===== src/rtl/pmb_pkg.sv =====
package pmb_pkg;
  localparam int PIX_W   = 16;
  localparam int ALPHA_W = 8;
  localparam int NUM_CH  = 3;
  localparam int STAGES  = 2;

  typedef enum logic [1:0] {
    PMB_OFF   = 2'd0,
    PMB_KEY   = 2'd1,
    PMB_BLEND = 2'd2,
    PMB_BOTH  = 2'd3
  } pmb_mode_e;

  // channel 0 = blue, 1 = green, 2 = red
  function automatic int chan_w(input int ch);
    return (ch == 1) ? 6 : 5;
  endfunction

  function automatic int chan_lsb(input int ch);
    case (ch)
      0:       return 0;
      1:       return 5;
      default: return 11;
    endcase
  endfunction
endpackage


===== src/rtl/pmb_pipe_ctrl.sv =====
module pmb_pipe_ctrl #(
  parameter int STAGES = 2
) (
  input  logic              clk,
  input  logic              rst,
  input  logic              in_valid,
  input  logic              out_ready,
  output logic              in_ready,
  output logic [STAGES-1:0] load,
  output logic [STAGES-1:0] vld
);
  logic [STAGES-1:0] v;
  logic [STAGES-1:0] en;

  genvar i;
  generate
    for (i = 0; i < STAGES; i++) begin : g_stage
      if (i == STAGES - 1) begin : g_last
        assign en[i] = !v[i] || out_ready;
      end else begin : g_mid
        assign en[i] = !v[i] || en[i+1];
      end
      if (i == 0) begin : g_first
        always_ff @(posedge clk) begin
          if (rst)        v[i] <= 1'b0;
          else if (en[i]) v[i] <= in_valid;
        end
      end else begin : g_next
        always_ff @(posedge clk) begin
          if (rst)        v[i] <= 1'b0;
          else if (en[i]) v[i] <= v[i-1];
        end
      end
    end
  endgenerate

  assign in_ready = en[0];
  assign load     = en;
  assign vld      = v;

  // a held output word is never lost while stalled
  p_no_drop_r9: assert property (@(posedge clk) disable iff (rst)
    v[STAGES-1] && !out_ready |=> v[STAGES-1]);

  // refusing input only happens with a full pipeline
  p_stall_full_r10: assert property (@(posedge clk) disable iff (rst)
    !in_ready |-> (&v) && !out_ready);
endmodule


===== src/rtl/pmb_chan_blend.sv =====
module pmb_chan_blend #(
  parameter int W       = 5,
  parameter int ALPHA_W = 8
) (
  input  logic [W-1:0]       fg,
  input  logic [W-1:0]       bg,
  input  logic [ALPHA_W-1:0] alpha,
  output logic [W-1:0]       mix
);
  localparam int SW = W + ALPHA_W + 3;
  localparam logic [ALPHA_W-1:0] AMAX = {ALPHA_W{1'b1}};

  logic [SW-1:0] prod, biased, quot;

  // exact round-to-nearest of prod / AMAX via shift-and-add (AMAX = 2^8-1)
  always_comb begin
    prod   = SW'(alpha) * SW'(fg) + SW'(AMAX - alpha) * SW'(bg);
    biased = prod + SW'(1 << (ALPHA_W - 1));
    quot   = (biased + (biased >> ALPHA_W)) >> ALPHA_W;
    mix    = quot[W-1:0];
  end

  // a weighted mean never leaves the interval of its operands
  always_comb begin
    p_mix_range_r4: assert (quot <= SW'((fg > bg) ? fg : bg) &&
                            quot >= SW'((fg < bg) ? fg : bg));
  end
endmodule


===== src/rtl/pix_mask_blend.sv =====
module pix_mask_blend
  import pmb_pkg::*;
(
  input  logic               clk,
  input  logic               rst,
  input  logic [1:0]         mode,
  input  logic               bg_sel,
  input  logic [ALPHA_W-1:0] alpha,
  input  logic [PIX_W-1:0]   key_color,
  input  logic [PIX_W-1:0]   subst_color,
  input  logic [PIX_W-1:0]   fixed_bg,
  input  logic               in_valid,
  output logic               in_ready,
  input  logic [PIX_W-1:0]   in_fg,
  input  logic [PIX_W-1:0]   in_bg,
  output logic               out_valid,
  input  logic               out_ready,
  output logic [PIX_W-1:0]   out_pix
);
  logic [STAGES-1:0] ld, vl;

  pmb_pipe_ctrl #(.STAGES(STAGES)) u_ctrl (
    .clk(clk), .rst(rst), .in_valid(in_valid), .out_ready(out_ready),
    .in_ready(in_ready), .load(ld), .vld(vl)
  );

  // stage 1: capture pixel, chosen blend colour and decoded mode
  logic [PIX_W-1:0]   s1_fg, s1_bg, s1_sub;
  logic [ALPHA_W-1:0] s1_alpha;
  logic               s1_hit, s1_mix_en;
  pmb_mode_e          mode_e;

  assign mode_e = pmb_mode_e'(mode);

  always_ff @(posedge clk) begin
    if (ld[0]) begin
      s1_fg     <= in_fg;
      s1_bg     <= bg_sel ? fixed_bg : in_bg;
      s1_sub    <= subst_color;
      s1_alpha  <= alpha;
      s1_hit    <= (mode_e == PMB_KEY || mode_e == PMB_BOTH) && (in_fg == key_color);
      s1_mix_en <= (mode_e == PMB_BLEND || mode_e == PMB_BOTH);
    end
  end

  // per-channel blend datapath
  logic [PIX_W-1:0] mixed;

  genvar c;
  generate
    for (c = 0; c < NUM_CH; c++) begin : g_ch
      localparam int CW  = chan_w(c);
      localparam int LSB = chan_lsb(c);
      pmb_chan_blend #(.W(CW), .ALPHA_W(ALPHA_W)) u_blend (
        .fg   (s1_fg[LSB +: CW]),
        .bg   (s1_bg[LSB +: CW]),
        .alpha(s1_alpha),
        .mix  (mixed[LSB +: CW])
      );
    end
  endgenerate

  // stage 2: registered output
  always_ff @(posedge clk) begin
    if (ld[1]) begin
      if (s1_hit)         out_pix <= s1_sub;
      else if (s1_mix_en) out_pix <= mixed;
      else                out_pix <= s1_fg;
    end
  end

  assign out_valid = vl[1];

  // nothing valid on the output right after reset
  p_reset_idle_r1: assert property (@(posedge clk)
    $past(rst) |-> !out_valid);

  // stalled output word keeps its value
  p_hold_r9: assert property (@(posedge clk) disable iff (rst)
    out_valid && !out_ready |=> out_valid && $stable(out_pix));

  // a keyed pixel reaches the output as the substitute colour
  p_key_subst_r3: assert property (@(posedge clk) disable iff (rst)
    $past(ld[1] && vl[0] && s1_hit) |-> out_pix == $past(s1_sub));

  // with neither keying nor blending the foreground passes
  p_pass_r2: assert property (@(posedge clk) disable iff (rst)
    $past(ld[1] && vl[0] && !s1_hit && !s1_mix_en) |-> out_pix == $past(s1_fg));

  // an accepted pixel occupies stage 1 on the next cycle
  p_accept_r8: assert property (@(posedge clk) disable iff (rst)
    in_valid && in_ready |=> vl[0]);
endmodule


===== config.mk =====
export PLATFORM = sky130hd
export DESIGN_NAME = pix_mask_blend
export DESIGN_NICKNAME = d
export VERILOG_FILES = /design/src/rtl/pmb_pkg.sv /design/src/rtl/pmb_pipe_ctrl.sv /design/src/rtl/pmb_chan_blend.sv /design/src/rtl/pix_mask_blend.sv
export SDC_FILE = /design/constraint.sdc
export NUM_CORES = 1
export LEC_CHECK = 0
export BUFFER_PORTS_ARGS = -buffer_cell sky130_fd_sc_hd__buf_2
export CORE_MARGIN = 5
export CORE_UTILIZATION = 57
export CTS_CLUSTER_DIAMETER = 200
export DETAILED_ROUTE_END_ITERATION = 8
export HOLD_SLACK_MARGIN = 0.15
export PLACE_DENSITY_LB_ADDON = 0.25
export SLEW_MARGIN = 20
export SYNTH_ARGS = -nofsm -noshare
export SYNTH_HDL_FRONTEND = slang
export SYNTH_SLANG_ARGS = --single-unit

===== constraint.sdc =====
create_clock -name clk -period 6.5 [get_ports clk]
set_clock_uncertainty 0.05 [all_clocks]
set_input_delay 0.325 -clock clk [delete_from_list [all_inputs] [get_ports clk]]
set_output_delay 0.325 -clock clk [all_outputs]
set_load 0.02 [all_outputs]

**Yosys cells after proc, flatten, opt, wreduce, memory -nomap -nowiden**

Index checks and enable logic that the tools add are counted.

- Add/subtract/negate cells: 11
- Multiply operators: 6
- Equal/unequal tests: 4
- Muxes and demuxes: 3
- Reduce and logical (&&, ||, !) cells: 7

Operator list:

| operator | number |
|---|---|
| 2-to-1 mux 16 bit | 3 |
| adder 13 x 16 -> 16 bit | 2 |
| adder 16 x 8 -> 16 bit, second input constant | 2 |
| multiplier 16 x 5 -> 16 bit | 2 |
| adder 13 x 8 -> 13 bit | 2 |
| multiplier 8 x 5 -> 13 bit | 2 |
| subtractor 8 x 8 -> 9 bit, first input constant | 2 |
| adder 14 x 17 -> 17 bit | 1 |
| adder 17 x 8 -> 17 bit, second input constant | 1 |
| multiplier 17 x 6 -> 17 bit | 1 |
| == test 16 bit | 1 |
| adder 14 x 9 -> 14 bit | 1 |
| multiplier 8 x 6 -> 14 bit | 1 |
| == test 2 bit, second input constant | 2 |
| logical OR 1 bit | 4 |
| == test 2 x 1 -> 1 bit, second input constant | 1 |
| zero test 1 bit | 2 |
| logical AND 1 bit | 1 |

- Bits in registers: 76
- Word-level logic and storage cells: 40

**Logic depth before layout (Yosys ltp)**

Gate-level depths: netlist of run 1.

- Depth after elaboration: 7
- Depth in mapped cells: 32

**Modules after synthesis**

From an unflattened synthesis of run 1, not the netlist that was laid out.

- Cell total of the unflattened synthesis: 1462
- Area, all modules: 13875.8 µm²

By module, submodules not included:

| module | instances | cells an instance | area each (µm²) | sequential area each (µm²) |
|---|---|---|---|---|
| pmb_chan_blend at g_ch[1].u_blend | 1 | 481 | 4115.2 | 0.0 |
| pmb_chan_blend at g_ch[2].u_blend | 1 | 407 | 3395.8 | 0.0 |
| pmb_chan_blend at g_ch[0].u_blend | 1 | 397 | 3362.0 | 0.0 |
| pix_mask_blend | 1 | 168 | 2924.1 | 2222.1 |
| pmb_pipe_ctrl | 1 | 9 | 78.8 | 40.0 |

**Least setup slack after synthesis of run 1**

No wires, ideal clock.

- Path kind: reg-to-reg
- Start point: register s1_alpha[0]
- End point: register out_pix[15], data pin
- Arrival: 6.788 ns
- Required time: 6.314 ns
- Slack: -0.474 ns
- Cell stages (with the launch flop): 31
- Path buffers: 2
- Period minus slack after synthesis: 6.974 ns
- Cells stage by stage: edfxtp_1 clkbuf_1 clkbuf_1 and2_1 fa_1 inv_1 fa_1 inv_1 fa_1 fa_1 fa_1 ha_1 nor2b_1 o21ai_1 a21boi_1 o31ai_1 a21oi_1 a21o_1 a21o_1 xnor2_1 ha_1 a21o_1 a21oi_1 nor2b_1 nor4_1 a21boi_0 or4b_4 nor2_2 nand2_1 or3_1 nand3_1

- Cells in the longest elaborated chain, start to end: 7

Ends and longest elaborated chain:

| item | RTL line | source |
|---|---|---|
| start: declaration | pix_mask_blend.sv:29 | `logic [ALPHA_W-1:0] s1_alpha;` |
| start signal: assignment | pix_mask_blend.sv:40 | `s1_alpha <= alpha;` |
| subtractor 8 x 8 -> 9 bit | pmb_chan_blend.sv:17 | `prod = SW'(alpha) * SW'(fg) + SW'(AMAX - alpha) * SW'(bg);` |
| multiplier 16 x 5 -> 16 bit | pmb_chan_blend.sv:17 |  |
| adder 13 x 16 -> 16 bit (*) | pmb_chan_blend.sv:17 |  |
| adder 16 x 8 -> 16 bit (*) | pmb_chan_blend.sv:18 | `biased = prod + SW'(1 << (ALPHA_W - 1));` |
| adder 13 x 8 -> 13 bit (*) | pmb_chan_blend.sv:19 | `quot = (biased + (biased >> ALPHA_W)) >> ALPHA_W;` |
| 2-to-1 mux 16 bit (*) | pix_mask_blend.sv:67 | `else if (s1_mix_en) out_pix <= mixed;` |
| 2-to-1 mux 16 bit (*) | pix_mask_blend.sv:66 | `if (s1_hit) out_pix <= s1_sub;` |
| end signal: assignment | pix_mask_blend.sv:66 |  |
| end signal: assignment | pix_mask_blend.sv:67 |  |
| end signal: assignment | pix_mask_blend.sv:68 | `else out_pix <= s1_fg;` |
| end: declaration | pix_mask_blend.sv:18 | `output logic [PIX_W-1:0] out_pix` |

Every way passes the cells marked *; elsewhere a longest branch is shown, timed or not.
A chain may end at the register's enable or synchronous reset.

**Worst setup path in the final report of run 1**

- Start point: register s1_alpha[2]
- End point: register out_pix[15], data pin

The elaborated chain is that of the path after synthesis.

==> impl_metrics.csv, run 1 <==
group,metric,value,unit
status,outcome,"finished, violations left",
status,violations,"negative setup slack",
detailed_routing,avgViaCountPerCell,5.43,
setup_path,critPathMaxFanout,9,
detailed_routing,vias,10400,
run,cap_violations,0,
clock_tree,path_clk_slew,0.07,ns
place,port_buffers,112,
sta,max_slew_margin,27.5,%
sta,finalHoldViolations,0,
setup_path,worstSetupPathType,"flip-flop to flip-flop",
detailed_routing,drtIter0Drc,655,
die,row_count,54,
place,place_congestion,0.905,
synthesis,ys_seq_elements,76,
sta,hold_slack,0.186,ns
detailed_routing,drt_pass1_iterations,6,
synthesis,synth_top_area_share,28.9,%
die,core,0.0218,sq mm
detailed_routing,drcViolationCount,0,
die,pin_count,113,
clock_tree,clk_latency,0.35,ns
hold_path,hold_path_class,"input port to flip-flop",
sta,min_period,7.11,ns
synthesis,post_synth_inst_count,1289,
cells_and_area,fillers,1395,
global_route,grt_util_all_layers,27.6,%
synthesis,synth.area.top_cells,"fa_1, edfxtp_1, ha_1",
clock_tree,cts-root-buf,"clkbuf_16",
sta,worst_slack,-0.614,ns
synthesis,yosysSeqAreaShare,18.0,%
clock_tree,numCtsBuffers,9,
die,start_util,57.7,%
detailed_routing,wl_per_cell,17.9,microns
setup_path,worst_setup_path_start_kind,"flip-flop",
cells_and_area,drive_above_1_share,30.1,%
detailed_routing,drt-total-wl,34.2,mm
cells_and_area,final_nets,2048,
place,dpl.hpwl,25.0,mm
die,die_y,158,microns
die,fp.dieW,158,microns
detailed_routing,ant_nets,0,
global_route,first_global_vias,11200,
synthesis,synth_area_leader_cell,"fa_1",
global_route,antenna_found_initial,1,
setup_path,cp-end-kind,"flip-flop",
clock_tree,cts.path.max_buffers,2,
setup_path,cp_data_required_time,6.66,ns
sta,fmax,0.141,GHz
global_route,overflow,0,
synthesis,dominantRegCellSynth,"edfxtp_1",
synthesis,synth-edff-count,74,
clock_tree,cts.sinks,76,
cells_and_area,area_delta_synth_final,31.4,%
setup_path,crit_slowest_cell,"or4b_4",
sta,slew_viol_final,0,
die,dieArea,0.0251,sq mm
cells_and_area,antennaDiodeCount,0,
global_route,grt_pass1_wl,54.0,mm
clock_tree,cts_max_level,3,
place,dpl_cell_area,0.0147,sq mm
synthesis,syn_area,0.0125,sq mm
sta,tightest_slew,1.09,ns
cells_and_area,stdcell_count,1908,
sta,setup_viol,16,
setup_path,critPathMaxStageDelay,0.55,ns
setup_path,crit_top_cell,"fa_1",
synthesis,synth_area_per_cell,9.73,sq um
cells_and_area,final_cell_area,0.0165,sq mm
synthesis,synthArstFlopShare,0,%
sta,post-route-period-util,109,%
synthesis,ys_warn_count,0,
clock_tree,cts_tree,"yes",
synthesis,synthDistinctLibCells,72,
sta,grt_setup_unrepaired,"true",
place,dp_cells,1801,
global_route,grt_max_degree,40,
setup_path,worstPathArrival,7.27,ns
[through the flow]
| step | util [%] | worst slack (ns) | TNS (ns) |
|---|---|---|---|
| detailed placement | 67.4 | -0.515 | -5.78 |
| finish | 75.8 | -0.614 | -5.63 |
| global placement | 67.4 | -0.333 | -3.51 |
| floorplan | - | -0.370 | -1.39 |
| CTS | 73.8 | -0.437 | -4.58 |
| global route | 75.8 | -0.790 | -9.66 |
[cell usage after synthesis (12+ instances only)]
library cell and number:
nand2_1 83, a22oi_1 12, inv_1 266, fa_1 181, ha_1 149, nor2_1 31
xnor2_1 34, and2_1 62, nor2b_1 96, o21ai_0 25, a21o_1 15, edfxtp_1 74
clkbuf_1 40, a21oi_1 24, mux2_2 18, nand2b_1 43
[flip-flops by register name (all words and copies together) (netlist names)]
name,flops
s1_bg,16
s1_mix_en,1
s1_hit,1
out_pix,16
s1_alpha,8
s1_fg,16
s1_sub,16
u_ctrl.vld,2
[worst paths after layout]
kind	depth (start not counted)	slack [ns]	end	startpoint
setup reg to reg	28	-0.61	out_pix[15]$_DFFE_PP_	s1_alpha[2]$_DFFE_PP_
hold / removal	1	0.19	s1_fg[0]$_DFFE_PP_	in_fg[0]
hold reg to reg	2	0.46	u_ctrl.vld[1]$_SDFFE_PP0P_	u_ctrl.vld[0]$_SDFFE_PP0P_
setup / recovery	28	-0.61	out_pix[15]$_DFFE_PP_	s1_alpha[2]$_DFFE_PP_
[layout by cell type (no fill, tap or decap), drive strengths merged, types with 32 or more instances in the layout]
master / count
buf: 323
inv: 267
fa: 181
ha: 149
nor2b: 96
nand2: 83
edfxtp: 74
and2: 62
nand2b: 43
dlygate4sd3: 42
xnor2: 35
nor2: 33
o21ai: 32
[area by class of cell]
class	count	area, sq um	area share [%]
flip-flops and latches	76	2260	13.7
well taps	280	350	2.13
multi-input cells	903	9750	59.2
inverters	267	1000	6.08
repair buffers	366	2770	16.8
clock buffers	10	229	1.39
clock inverters	6	113	0.683
[kinds of logic (layout without fill, tap and decap cells)]
group                      count (synthesis)  after routing  synth area share [%]
xor gates and xnor gates                  47             47                  3.40
muxes                                     19             19                  1.70
AOI/OAI and AO/OA                        141            141                  7.75
adders and majority gates                332            332                  43.9
buffers and inverters                    311            649                  9.37
other                                      1              2                0.0299
DFF                                       76             76                  18.0
and+or+nand+nor                          362            362                  15.8
[per-layer routing]
metal	GRT usage [%]	routed length, microns	part of all wire [%]	vias to the layer above
met1	34.8	13400	39	5094
li1	-	-	-	4749
met2	46.6	16900	49	410
met4	12.9	1700	5.0	2
met3	4.43	2190	6.4	112
met5	0	13	0.038	-
[worst max-delay path, delay by kind of cell (launching register included)]
kind / cells / cell delay (ns)
flip-flops: 1 / 0.44
AO/OA/AOI/OAI: 9 / 1.37
XOR/XNOR: 1 / 0.15
adder cells (fa/ha/maj): 7 / 3.04
AND/OR/NAND/NOR: 9 / 1.69
buffers and inverters: 2 / 0.22
[repair_timing]
| action | in CTS | in global routing |
|---|---|---|
| resized for setup | 91 | 65 |
| pin swaps | 72 | 71 |
| hold buffers | 39 | 3 |
| endpoints found under the hold margin | 39 | 3 |
| endpoints found under the setup margin | 16 | 16 |
| setup buffers | 34 | 15 |
| cloned | 1 | 1 |
Power of run 1 is not shown: default switching activity piles up to over one toggle a cycle in this logic, so the estimate is an artifact.
==> run 2: changes to the inputs <==
Settings changed: PLACE_DENSITY_LB_ADDON 0.25 to 0.3.
==> impl_metrics.csv, run 2 (same netlist as run 1, synthesis figures left out) <==
group,metric,value,unit
status,outcome,"finished, violations left",
status,violations,"negative setup slack",
setup_path,worstSetupPathType,"flip-flop to flip-flop",
die,start_util,57.7,%
cells_and_area,fin_util,74.0,%
setup_path,cp_data_required_time,6.66,ns
sta,slew_viol_final,0,
cells_and_area,fillers,1465,
sta,fmax,0.143,GHz
setup_path,crit_top_cell,"fa_1",
global_route,grt_pass1_wl,52.5,mm
place,dpl_cell_area,0.0145,sq mm
die,fp.dieW,158,microns
setup_path,cpLargestDelayFamily,"adder cells",
hold_path,hold_path_class,"input port to flip-flop",
sta,worst_slack,-0.503,ns
cells_and_area,antennaDiodeCount,0,
global_route,antenna_found_initial,0,
sta,max_slew_margin,22.4,%
detailed_routing,ant_nets,0,
setup_path,cp-end-kind,"flip-flop",
die,dieArea,0.0251,sq mm
setup_path,crit_slowest_cell,"fa_1",
place,dp_cells,1790,
cells_and_area,stdcell_count,1878,
detailed_routing,drtIter0Drc,681,
sta,post-route-period-util,108,%
place,place_congestion,0.899,
clock_tree,clk_latency,0.36,ns
clock_tree,cts-root-buf,"clkbuf_16",
detailed_routing,drt-total-wl,32.7,mm
sta,setup_viol,16,
die,row_count,54,
sta,tightest_slew,1.16,ns
sta,grt_setup_unrepaired,"true",
setup_path,critPathMaxFanout,4,
detailed_routing,vias,10100,
run,cap_violations,0,
sta,finalHoldViolations,0,
clock_tree,path_clk_slew,0.08,ns
clock_tree,cts.path.max_buffers,2,
cells_and_area,area_delta_synth_final,28.3,%
place,port_buffers,112,
detailed_routing,wl_per_cell,17.4,microns
sta,min_period,7.00,ns
die,core,0.0218,sq mm
sta,totalNegativeSetupSlack,-4.54,ns
cells_and_area,final_cell_mix,"inv_1, fa_1, buf_4",
setup_path,worst_setup_path_start_kind,"flip-flop",
global_route,grt_max_degree,60,
place,dpl.hpwl,24.5,mm
cells_and_area,final_nets,2018,
cells_and_area,final_common_cell,"inv_1",
global_route,first_global_vias,10900,
detailed_routing,avgViaCountPerCell,5.39,
cells_and_area,final_cell_area,0.0161,sq mm
clock_tree,numCtsBuffers,9,
clock_tree,cts_tree,"yes",
setup_path,worstPathArrival,7.16,ns
detailed_routing,drt_pass1_iterations,6,
die,die_y,158,microns
clock_tree,cts_max_level,3,
die,pin_count,113,
detailed_routing,drcViolationCount,0,
global_route,overflow,0,
setup_path,critPathMaxStageDelay,0.55,ns
global_route,grt_util_all_layers,26.7,%
cells_and_area,drive_above_1_share,28.5,%
clock_tree,cts.sinks,76,
setup_path,cp.buffers_inverters,2,
run 2: final timing paths:
path | startpoint | to | slack (ns) | cells past startpoint
worst max-delay path | s1_alpha[0]$_DFFE_PP_ | out_pix[15]$_DFFE_PP_ | -0.50 | 28
worst min-delay path | in_fg[3] | s1_fg[3]$_DFFE_PP_ | 0.16 | 1
worst max register to register | s1_alpha[0]$_DFFE_PP_ | out_pix[15]$_DFFE_PP_ | -0.50 | 28
worst min register to register | u_ctrl.vld[0]$_SDFFE_PP0P_ | u_ctrl.vld[1]$_SDFFE_PP0P_ | 0.47 | 2
run 2: stage by stage:
step,hold WS (ns),worst slack (ns)
floorplan,0.347,-0.370
global placement,0.445,-0.364
finish,0.162,-0.503
CTS,0.156,-0.396
detailed placement,0.450,-0.502
global route,0.150,-0.728
run 2: area by class of cell:
class,count,area [sq um],share of cell area (%)
Clock buffer,9,225,1.40
Clock inverter,7,123,0.762
Inverter,267,1000,6.23
Multi-Input combinational cell,903,9670,60.1
Sequential cell,76,2260,14.1
Tap cell,280,350,2.18
Timing Repair Buffer,336,2460,15.3
run 2: metal layers:
layer / wire, microns / global-route usage [%]
met1: 12900 / 33.9
met2: 16400 / 45.4
met3: 2250 / 5.30
met4: 1220 / 9.83
met5: 0 / 0
run 2: worst reg2reg max path: cells and delay by family, from the launching register on:
kind	cells	cell delay (ns)
AOI/OAI and AO/OA	9	1.35
adders and majority gates	7	3.07
and+or+nand+nor	9	1.62
xor gates and xnor gates	1	0.14
buffers and inverters	2	0.11
DFF	1	0.50
run 2: repair_timing:
item	CTS	global route
hold endpoints to repair	38	0
hold buffers	38	0
endpoints found under the setup margin	16	16
buffers inserted	25	9
gates cloned	3	0
pin swaps	19	44
gates resized for setup	76	67
Power of run 2 is left out for the same reason.
==> run 3: changes to the inputs <==
Settings changed: ABC_AREA set to 1, CORE_UTILIZATION 57 to 46.
==> impl_metrics.csv, run 3 <==
group,metric,value,unit
sta,setup_viol,0,
sta,grt_setup_unrepaired,"true",
setup_path,reg2reg_depth,28,
synthesis,synth-edff-count,74,
hold_path,min_from,"in_fg[7]",
synthesis,dominantRegCellSynth,"edfxtp_1",
status,outcome,"completed",
global_route,met1_usage,28.1,%
synthesis,synth_area_per_cell,7.93,sq um
clock_tree,path_clk_slew,0.06,ns
synthesis,synth.area.top_cells,"fa_1, edfxtp_1, ha_1",
die,start_util,46.6,%
global_route,grt_util_all_layers,20.4,%
synthesis,synthDistinctLibCells,43,
setup_path,worstSetupPathType,"flip-flop to flip-flop",
detailed_routing,avgViaCountPerCell,4.86,
detailed_routing,drt_pass1_iterations,5,
hold_path,hold_path_class,"input port to flip-flop",
cells_and_area,final_cell_mix,"inv_1, nand2_1, fa_1",
setup_path,rr_endpoint,"out_pix[4]$_DFFE_PP_",
clock_tree,cts_tree,"yes",
detailed_routing,drt-total-wl,32.1,mm
synthesis,ys_seq_elements,76,
synthesis,yosysMostFrequentCell,"inv_1",
detailed_routing,ant_nets,0,
cells_and_area,final_nets,2259,
synthesis,post_synth_inst_count,1638,
synthesis,synth_top_area_share,27.9,%
place,dpl_cell_area,0.0142,sq mm
cells_and_area,final_cell_area,0.0154,sq mm
global_route,met3_usage,3.07,%
die,fp.dieW,178,microns
cells_and_area,multi_input_area,0.00910,sq mm
run,cap_violations,0,
clock_tree,clk_latency,0.34,ns
cells_and_area,fillers,2573,
synthesis,yosysSeqAreaShare,17.4,%
cells_and_area,area_delta_synth_final,18.6,%
global_route,grt_max_degree,55,
cells_and_area,seq_area,0.00226,sq mm
die,die_y,178,microns
setup_path,critPathMaxFanout,6,
sta,finalHoldViolations,0,
global_route,grt_pass1_wl,52.0,mm
place,place_congestion,0.860,
sta,slew_viol_final,0,
cells_and_area,antennaDiodeCount,0,
global_route,antenna_found_initial,0,
setup_path,cp_data_required_time,6.54,ns
sta,tightest_slew,0.796,ns
setup_path,worstPathArrival,6.39,ns
sta,min_period,6.35,ns
setup_path,worst_setup_path_start_kind,"flip-flop",
sta,post-route-period-util,97.7,%
setup_path,rr_startpoint,"s1_alpha[5]$_DFFE_PP_",
synthesis,netlist_top_cells_count,"inv_1, nand2_1, fa_1",
global_route,first_global_vias,10900,
setup_path,critPathMaxStageDelay,0.55,ns
place,dpl.hpwl,25.9,mm
setup_path,rrSetupSlack,0.15,ns
detailed_routing,wl_per_cell,14.5,microns
clock_tree,cts.path.max_buffers,2,
detailed_routing,drtIter0Drc,560,
synthesis,syn_area,0.0130,sq mm
die,pin_count,113,
die,dieArea,0.0317,sq mm
cells_and_area,final_common_cell,"inv_1",
global_route,use_met2,34.4,%
hold_path,hold_depth,1,
place,place_ws,-0.0387,ns
synthesis,synthArstFlopShare,0,%
detailed_routing,vias,10800,
setup_path,cp-end-kind,"flip-flop",
global_route,overflow,0,
hold_path,hold_end,"s1_fg[7]$_DFFE_PP_",
clock_tree,numCtsBuffers,9,
clock_tree,cts.sinks,76,
setup_path,crit_top_cell,"nand2_1",
sta,worst_slack,0.151,ns
cells_and_area,drive_above_1_share,16.5,%
clock_tree,cts_max_level,3,
die,core,0.0279,sq mm
detailed_routing,drcViolationCount,0,
setup_path,crit_slowest_cell,"fa_1",
synthesis,ys_warn_count,0,
sta,max_slew_margin,46.8,%
synthesis,synth_area_leader_cell,"fa_1",
die,row_count,61,
sta,fmax,0.158,GHz
global_route,top_usage_layer,"met2",
place,port_buffers,112,
clock_tree,cts-root-buf,"clkbuf_16",
-- run 3: critical path, delay by kind of cell, from the launching register on --
family / cells / cell delay, ns
compound gates: 6 / 1.01
fa+ha+maj: 7 / 3.20
buf+inv: 5 / 0.38
flops: 1 / 0.51
simple gates: 10 / 0.94
-- run 3: layout make-up --
| class | instances | share of cell area (%) |
|---|---|---|
| flip-flops and latches | 76 | 14.7 |
| clock buffers | 9 | 1.46 |
| repair buffers | 232 | 10.7 |
| clock inverters | 6 | 0.430 |
| well taps | 378 | 3.07 |
| inverters | 438 | 10.7 |
| multi-input cells | 1077 | 59.0 |
-- run 3: metrics by stage --
stage / hold WS [ns] / std cells / util [%] / TNS [ns]
after global routing: 0.157 / 2216 / 55.3 / -3.06
after floorplan: 0.344 / 1639 / - / 0
after global placement: 0.421 / 2121 / 51.0 / 0
after detailed placement: 0.425 / 2122 / 51.1 / -0.112
final: 0.166 / 2216 / 55.3 / 0
after CTS: 0.151 / 2176 / 53.5 / 0
-- run 3: cell families (layout without fill, tap and decap cells) --
kind of cell               after synthesis  in the layout  share of synthesized area [%]
buffers and inverters                  487            685                           14.1
other                                    1              2                         0.0289
and+or+nand+nor                        639            640                           20.2
AOI/OAI and AO/OA                       68             68                           3.10
xor gates and xnor gates                21             21                           1.53
DFF                                     76             76                           17.4
muxes                                   16             16                           1.39
adders and majority gates              330            330                           42.2
-- run 3: timing repair --
action	in CTS	in global routing
buffers inserted	1	39
hold endpoints to repair	39	0
hold buffers	38	0
gates resized for setup	0	49
pin swaps	0	22
cloned	0	2
endpoints found under the setup margin	5	16
-- run 3: how the worst max path moves through the flow --
| stage | from | endpoint | slack, ns | cells after the start |
|---|---|---|---|---|
| 4_1_cts | s1_alpha[1]$_DFFE_PP_ | out_pix[4]$_DFFE_PP_ | 0.0008 | 27 |
| 3_3_place_gp | s1_alpha[2]$_DFFE_PP_ | out_pix[3]$_DFFE_PP_ | 0.08 | 28 |
| 2_1_floorplan | s1_alpha[6]$_DFFE_PP_ | out_pix[10]$_DFFE_PP_ | 0.14 | 37 |
| 6_report | s1_alpha[5]$_DFFE_PP_ | out_pix[4]$_DFFE_PP_ | 0.15 | 28 |
| 5_1_grt | s1_alpha[1]$_DFFE_PP_ | out_pix[1]$_DFFE_PP_ | -0.28 | 30 |
| 3_5_place_dp | s1_alpha[2]$_DFFE_PP_ | out_pix[4]$_DFFE_PP_ | -0.04 | 27 |
-- run 3: per-layer routing --
metal / part of all wire [%] / up-vias / wire length, microns
li1: - / 5244 / -
met5: 0 / - / 0
met3: 5.9 / 36 / 1900
met4: 1.9 / 0 / 604
met2: 47 / 310 / 14900
met1: 46 / 5185 / 14700
Power of run 3 is left out for the same reason.
